File: config.mk
export PLATFORM = sky130hd
export DESIGN_NAME = serial_fifo_status
export DESIGN_NICKNAME = d
export VERILOG_FILES = /design/src/rtl/sfs_pkg.sv /design/src/rtl/sfs_byte_fifo.sv /design/src/rtl/sfs_clear_ctrl.sv /design/src/rtl/serial_fifo_status.sv
export SDC_FILE = /design/constraint.sdc
export NUM_CORES = 1
export LEC_CHECK = 0
export CORE_MARGIN = 8
export CORE_UTILIZATION = 49
export CTS_BUF_LIST = sky130_fd_sc_hd__clkbuf_8
export DETAILED_ROUTE_END_ITERATION = 10
export PLACE_DENSITY = 0.91
export SETUP_SLACK_MARGIN = 0.02
export SYNTH_ARGS = -nofsm -noshare
export SYNTH_HDL_FRONTEND = slang
export SYNTH_SLANG_ARGS = --single-unit
File: constraint.sdc
create_clock -name clk -period 2.17 [get_ports clk]
set_input_delay 0.217 -clock clk [delete_from_list [all_inputs] [get_ports clk]]
set_output_delay 0.217 -clock clk [all_outputs]
set_load 0.02 [all_outputs]
File: src/rtl/sfs_pkg.sv
// Package sfs_pkg
// Shared constants and the status code type for the serial FIFO status block.
// Assumes a fixed 16-bit status word holding four 2-bit codes.
package sfs_pkg;
    localparam int NUM_Q    = 4;
    localparam int Q_STX    = 0;
    localparam int Q_SRX    = 1;
    localparam int Q_MTX    = 2;
    localparam int Q_MRX    = 3;
    localparam int CLR_STX  = 8;
    localparam int CLR_MTX  = 9;
    localparam int STAT_W   = 16;

    typedef enum logic [1:0] {
        ST_EMPTY = 2'b00,
        ST_FRESH = 2'b01,
        ST_HELD  = 2'b10,
        ST_FULL  = 2'b11
    } qstat_e;
endpackage

File: src/rtl/sfs_byte_fifo.sv
// Module sfs_byte_fifo
// One byte queue with a 2-bit occupancy code, a sticky overflow flag and a
// synchronous clear. The clear wins over push and pop on the same edge.
// Assumes pushes into a full queue and pops from an empty one may arrive.
module sfs_byte_fifo
    import sfs_pkg::*;
#(
    parameter int DEPTH = 2,
    parameter int WIDTH = 8
) (
    input  logic             clk,
    input  logic             rst_n,
    input  logic             push_i,
    input  logic [WIDTH-1:0] wdata_i,
    input  logic             pop_i,
    input  logic             flush_i,
    output logic [WIDTH-1:0] rdata_o,
    output qstat_e           code_o,
    output logic             ovf_o
);
    localparam int PW = (DEPTH > 1) ? $clog2(DEPTH) : 1;
    localparam int CW = $clog2(DEPTH + 1);
    localparam logic [CW-1:0] FULL_CNT = CW'(DEPTH);
    localparam logic [PW-1:0] LAST_PTR = PW'(DEPTH - 1);

    logic [WIDTH-1:0] mem [DEPTH];
    logic [PW-1:0]    wr_ptr, rd_ptr;
    logic [CW-1:0]    count;
    logic             fresh;
    logic             full, empty, push_ok, pop_ok;

    // Decode occupancy and qualify the strobes.
    always_comb begin
        full    = (count == FULL_CNT);
        empty   = (count == '0);
        push_ok = push_i && !full && !flush_i;
        pop_ok  = pop_i && !empty && !flush_i;
    end

    // Store accepted bytes.
    always_ff @(posedge clk) begin
        if (push_ok) begin
            mem[wr_ptr] <= wdata_i;
        end
    end

    // Track pointers, occupancy, the just-written marker and overflow.
    always_ff @(posedge clk) begin
        if (!rst_n) begin
            wr_ptr <= '0;
            rd_ptr <= '0;
            count  <= '0;
            fresh  <= 1'b0;
            ovf_o  <= 1'b0;
        end else begin
            ovf_o <= ovf_o | (push_i && full && !flush_i);
            if (flush_i) begin
                wr_ptr <= '0;
                rd_ptr <= '0;
                count  <= '0;
                fresh  <= 1'b0;
            end else begin
                if (push_ok) begin
                    wr_ptr <= (wr_ptr == LAST_PTR) ? '0 : wr_ptr + 1'b1;
                end
                if (pop_ok) begin
                    rd_ptr <= (rd_ptr == LAST_PTR) ? '0 : rd_ptr + 1'b1;
                end
                unique case ({push_ok, pop_ok})
                    2'b10:   count <= count + 1'b1;
                    2'b01:   count <= count - 1'b1;
                    default: count <= count;
                endcase
                fresh <= push_ok && empty;
            end
        end
    end

    // Form the status code and the head byte.
    always_comb begin
        if (empty)      code_o = ST_EMPTY;
        else if (full)  code_o = ST_FULL;
        else if (fresh) code_o = ST_FRESH;
        else            code_o = ST_HELD;
        rdata_o = empty ? '0 : mem[rd_ptr];
    end

    // the just-written code lasts a single clock.
    a_r2_fresh_once: assert property (@(posedge clk) disable iff (!rst_n)
        (code_o == ST_FRESH) |=> (code_o != ST_FRESH));

    // a push into a full queue changes nothing and flags overflow.
    a_r4_no_overflow: assert property (@(posedge clk) disable iff (!rst_n)
        (push_i && full && !pop_i && !flush_i) |=> (count == $past(count) && ovf_o));

    // the overflow flag is sticky.
    a_r4_sticky: assert property (@(posedge clk) disable iff (!rst_n)
        ovf_o |=> ovf_o);

    // a pop from an empty queue leaves it empty.
    a_r5_empty_pop: assert property (@(posedge clk) disable iff (!rst_n)
        (empty && pop_i && !push_i) |=> (code_o == ST_EMPTY && rdata_o == '0));

    // a clear always leaves the queue empty.
    a_r9_clear_wins: assert property (@(posedge clk) disable iff (!rst_n)
        flush_i |=> (code_o == ST_EMPTY));
endmodule

File: src/rtl/sfs_clear_ctrl.sv
// Module sfs_clear_ctrl
// Holds the two self-clearing clear requests. A request written as 1 is
// pending for one cycle and drops on the edge where the clear is applied.
// Assumes a write that arrives while a request is pending is absorbed.
module sfs_clear_ctrl (
    input  logic clk,
    input  logic rst_n,
    input  logic wr_i,
    input  logic req_stx_i,
    input  logic req_mtx_i,
    output logic pend_stx_o,
    output logic pend_mtx_o
);
    // Capture a request, then retire it on the following edge.
    always_ff @(posedge clk) begin
        if (!rst_n) begin
            pend_stx_o <= 1'b0;
            pend_mtx_o <= 1'b0;
        end else begin
            pend_stx_o <= pend_stx_o ? 1'b0 : (wr_i && req_stx_i);
            pend_mtx_o <= pend_mtx_o ? 1'b0 : (wr_i && req_mtx_i);
        end
    end

    // a pending request clears itself one clock later.
    a_r6_self_clear: assert property (@(posedge clk) disable iff (!rst_n)
        pend_stx_o |=> !pend_stx_o);

    // an idle request set by a write reads back as pending.
    a_r6_set: assert property (@(posedge clk) disable iff (!rst_n)
        (wr_i && req_stx_i && !pend_stx_o) |=> pend_stx_o);

    // the master-transmit request also clears itself.
    a_r7_self_clear: assert property (@(posedge clk) disable iff (!rst_n)
        pend_mtx_o |=> !pend_mtx_o);
endmodule

File: src/rtl/serial_fifo_status.sv
// Module serial_fifo_status
// Four byte queues for a dual-role two-wire serial interface with a shared
// 16-bit status/control word. The master-transmit clear also empties the
// slave-receive queue. Assumes the strobes come from the bus and the engines
// already synchronised to clk.
module serial_fifo_status
    import sfs_pkg::*;
#(
    parameter int DEPTH = 2,
    parameter int WIDTH = 8
) (
    input  logic                   clk,
    input  logic                   rst_n,
    input  logic [NUM_Q-1:0]       push_i,
    input  logic [NUM_Q*WIDTH-1:0] wdata_i,
    input  logic [NUM_Q-1:0]       pop_i,
    output logic [NUM_Q*WIDTH-1:0] rdata_o,
    input  logic                   reg_wr_i,
    input  logic [STAT_W-1:0]      reg_wdata_i,
    output logic [STAT_W-1:0]      stat_o,
    output logic [NUM_Q-1:0]       ovf_o
);
    logic             pend_stx, pend_mtx;
    logic [NUM_Q-1:0] q_flush;
    qstat_e           q_code [NUM_Q];
    logic             unused_wdata_bits;

    assign unused_wdata_bits = ^{reg_wdata_i[STAT_W-1:CLR_MTX+1], reg_wdata_i[CLR_STX-1:0]};

    sfs_clear_ctrl u_clr (
        .clk        (clk),
        .rst_n      (rst_n),
        .wr_i       (reg_wr_i),
        .req_stx_i  (reg_wdata_i[CLR_STX]),
        .req_mtx_i  (reg_wdata_i[CLR_MTX]),
        .pend_stx_o (pend_stx),
        .pend_mtx_o (pend_mtx)
    );

    // Route each clear request to the queues it empties.
    always_comb begin
        q_flush        = '0;
        q_flush[Q_STX] = pend_stx;
        q_flush[Q_SRX] = pend_mtx;
        q_flush[Q_MTX] = pend_mtx;
    end

    for (genvar g = 0; g < NUM_Q; g++) begin : g_q
        sfs_byte_fifo #(.DEPTH(DEPTH), .WIDTH(WIDTH)) u_fifo (
            .clk     (clk),
            .rst_n   (rst_n),
            .push_i  (push_i[g]),
            .wdata_i (wdata_i[g*WIDTH +: WIDTH]),
            .pop_i   (pop_i[g]),
            .flush_i (q_flush[g]),
            .rdata_o (rdata_o[g*WIDTH +: WIDTH]),
            .code_o  (q_code[g]),
            .ovf_o   (ovf_o[g])
        );
    end

    // Assemble the status word; reserved bits read zero.
    always_comb begin
        stat_o = '0;
        for (int i = 0; i < NUM_Q; i++) begin
            stat_o[2*i +: 2] = q_code[i];
        end
        stat_o[CLR_STX] = pend_stx;
        stat_o[CLR_MTX] = pend_mtx;
    end

    // the master-transmit clear empties both master transmit and slave receive.
    a_r7_cross_clear: assert property (@(posedge clk) disable iff (!rst_n)
        pend_mtx |=> (stat_o[2*Q_MTX +: 2] == 2'b00 && stat_o[2*Q_SRX +: 2] == 2'b00));
endmodule

==> flow_summary.ini <==
[drt]
detail_route.wirelength_mm = 7.36
post_drt_antenna_nets = 0
drt_iter0_markers = 45
via_count_normalized_by_instance_count = 4.88
detailroute.via_count = 2418
wl_per_cell_um = 14.8
drc = 0
detailedRoute.firstPassIterationCount = 4

[synth]
synth_xor_area_frac = 0.0277
synth.cell_area_um2 = 3800
proportion_of_netlist_area_held_by_the_largest_area_contributor = 0.506
synthArstFlopShare = 0
post_synth_and_or_nand_nor_area_fraction = 0.125
synthAdderAreaFrac = 0.0132
synth_warnings = 0
synth_seq_cells = 94
synth_cell_type_count = 21
post-synth-top-count-cell = edfxtp_1
synthFlopType = edfxtp_1
synth_area_per_cell_um2 = 12.5
complex_gate_fraction_of_the_synthesized_area = 0.0389
syn_inst = 303
synth.mux.area_fraction = 0.0843
synth.yosys.seq_area_share = 0.664
leading_cell_types_by_total_area_after_synthesis = edfxtp_1, dfxtp_1, mux2i_1, nor2_1, buf_4
synth_edf_count = 64
synth_top_family_by_area = simple AND/OR/NAND/NOR gates
post-synth-top-area-cell = edfxtp_1
ys_top_cells_by_count = edfxtp_1, nor2_1, mux2i_1

[clock_network]
post-cts-setup-buffers = 0
cts-buffers-inserted = 9
insertion_delay_ns = 0.35
tritoncts = yes
cts.root.buffer_cell = clkbuf_8
clock_path_buffers = 2
worst_setup_hold_path_clk_slew_ns = 0.09
h-tree-depth = 3
clock_sinks = 94

[timing]
hold_viol_final = 0
final.setup.tns_ns = 0
final.min_clock_period_ns = 2.05
setup_slack_ns = 0.119
finalCritPeriodShare = 0.945
drv_slew = 0
achievable-frequency_mhz = 488
fin_skew_ns = 0.00723
setup-violations-final = 0
rsz0062_at_grt = no

[die]
ios = 111
dieWidth_um = 104
floorplan.die_area_um2 = 10800
die_height_um = 104
design.core.area_um2 = 7610
initial_utilization = 0.499
row_count = 32

[critical_path]
path_depth = 3
critical_path_class = flip-flop to primary output
critPathMaxStageDelay_ns = 0.66
critPathCaptureType = primary output
critPathTopFamily = buffers and inverters
crit_arrival_ns = 1.83
worst_reg_to_reg_cells = 5
required_ns = 1.95
critical_path.n_buffers_inverters = 1
critical_path_peak_fanout = 10
cp_slowest_cell = clkdlybuf4s50_1
setup.worst_path.start_class = flip-flop
path_cells = nor2_4 -> nor2_1 -> clkdlybuf4s50_1

[global_route]
grt_max_degree = 17
vias_in_the_first_global_route = 2579
grt_usage = 0.138
grt_antenna_before_repair = 0
grt_first_pass_wirelength_mm = 12.1
grt.overflow.total = 0

[cells_and_area]
drive_above_1_share = 0.0635
antenna_cells = 0
finish.net_count = 453
areaGrowthSynthToFinish_pct = 29.0

[power]
worst_supply_voltage_drop_on_vdd_mv = 0.529
total_leakage_power_nw = 1.79
pwr_density_cell_nw_per_um2 = 1150

[place]
rd_place_congestion = 0.778
dpl.hpwl_mm = 5.56
input_output_buffers = 90
detailedPlace.worstSlack_ns = 0.239

[flow_run]
max_cap_violations = 0

[min_path]
worst_hold_path_type = primary input to flip-flop
worstHoldPathCells = 3

[outcome]
outcome = complete, no violations
==> metrics by stage <==
stage / area [µm²] / hold WS (ns) / cells / utilization / power (mW)
finish: 4900 / 0.389 / 496 / 0.644 / 5.65
global route: 4900 / 0.403 / 496 / 0.644 / 5.96
CTS: 4890 / 0.379 / 496 / 0.643 / 5.70
detailed placement: 4720 / 0.456 / 481 / 0.620 / 4.68
global placement: 4720 / 0.450 / 481 / 0.620 / 4.60
floorplan: 3820 / 0.316 / 308 / - / 3.78
==> area by class of cell <==
cell class	instances	area (µm²)
clock buffers	9	124
clock inverters	6	46.3
fillers	596	2710
inverters	7	26.3
multi-input cells	185	1120
flip-flops and latches	94	2530
well taps	102	128
repair buffers	93	923
==> registers in the layout, summed over array words and instances, names as in the netlist, named ones only <==
register,flops
g_q.u_fifo.count,8
g_q.u_fifo.fresh,4
g_q.u_fifo.mem,64
g_q.u_fifo.ovf_o,4
g_q.u_fifo.rd_ptr,4
g_q.u_fifo.wr_ptr,4
u_clr.pend_mtx_o,1
u_clr.pend_stx_o,1
==> routing by layer <==
| metal | wire length, µm | share of wire | vias to the layer above | GRT usage |
|---|---|---|---|---|
| li1 | - | - | 1212 | - |
| met1 | 2970 | 0.40 | 1127 | 0.146 |
| met2 | 3890 | 0.53 | 65 | 0.250 |
| met3 | 338 | 0.046 | 14 | 0.0359 |
| met4 | 151 | 0.021 | 0 | 0.0672 |
| met5 | 0 | 0 | - | 0 |
==> logic make-up after synthesis <==
family          after synthesis
mux                          32
xor+xnor                     12
other cells                   1
simple gates                103
compound gates               28
fa+ha+maj                     4
buf+inv                      29
flops                        94
==> final timing paths <==
check | slack, ns | from | endpoint
setup / recovery | 0.12 | g_q[3].u_fifo.count[0] | rdata_o[25]
hold / removal | 0.39 | reg_wdata_i[8] | u_clr.pend_stx_o
setup reg to reg | 0.41 | g_q[0].u_fifo.count[0] | g_q[0].u_fifo.count[1]
hold reg to reg | 0.47 | g_q[2].u_fifo.ovf_o | g_q[2].u_fifo.ovf_o
==> placed cells by master, fill, tap and decap left out, types with 2 or more instances in the layout <==
cell type / instances
clkbuf_8: 9
nor2_2: 3
dfxtp_2: 4
nand2b_1: 6
nor2_1: 53
dfxtp_1: 26
o21ai_0: 12
edfxtp_1: 64
nand2_1: 14
a21oi_1: 13
inv_1: 7
clkdlybuf4s50_1: 90
xor2_1: 8
mux2i_1: 32
buf_4: 3
or3_1: 8
conb_1: 6
nor3_1: 3
xnor2_1: 4
ha_1: 4
and3_1: 8
o21a_1: 3
inv_6: 2
nor2b_1: 7
==> report_power, final <==
| part | internal (mW) | total, mW | switching, mW |
|---|---|---|---|
| Combinational | 1.02 | 2.16 | 1.14 |
| Clock | 0.422 | 1.01 | 0.589 |
| Sequential | 2.21 | 2.48 | 0.266 |
==> worst reg2reg max path, cell delays in order, from the launching register on <==
cell and delay, ns:
dfxtp_1 0.51, nand2b_1 0.22, nand2_1 0.10, ha_1 0.35
or3_1 0.37, a21oi_1 0.14
==> timing repair <==
item	4_1_cts	5_1_grt
setup endpoints to repair	1	11
endpoints found under the hold margin	0	0
hold buffers	0	0
resized for setup	1	4
(Power assumes the default switching activity.)
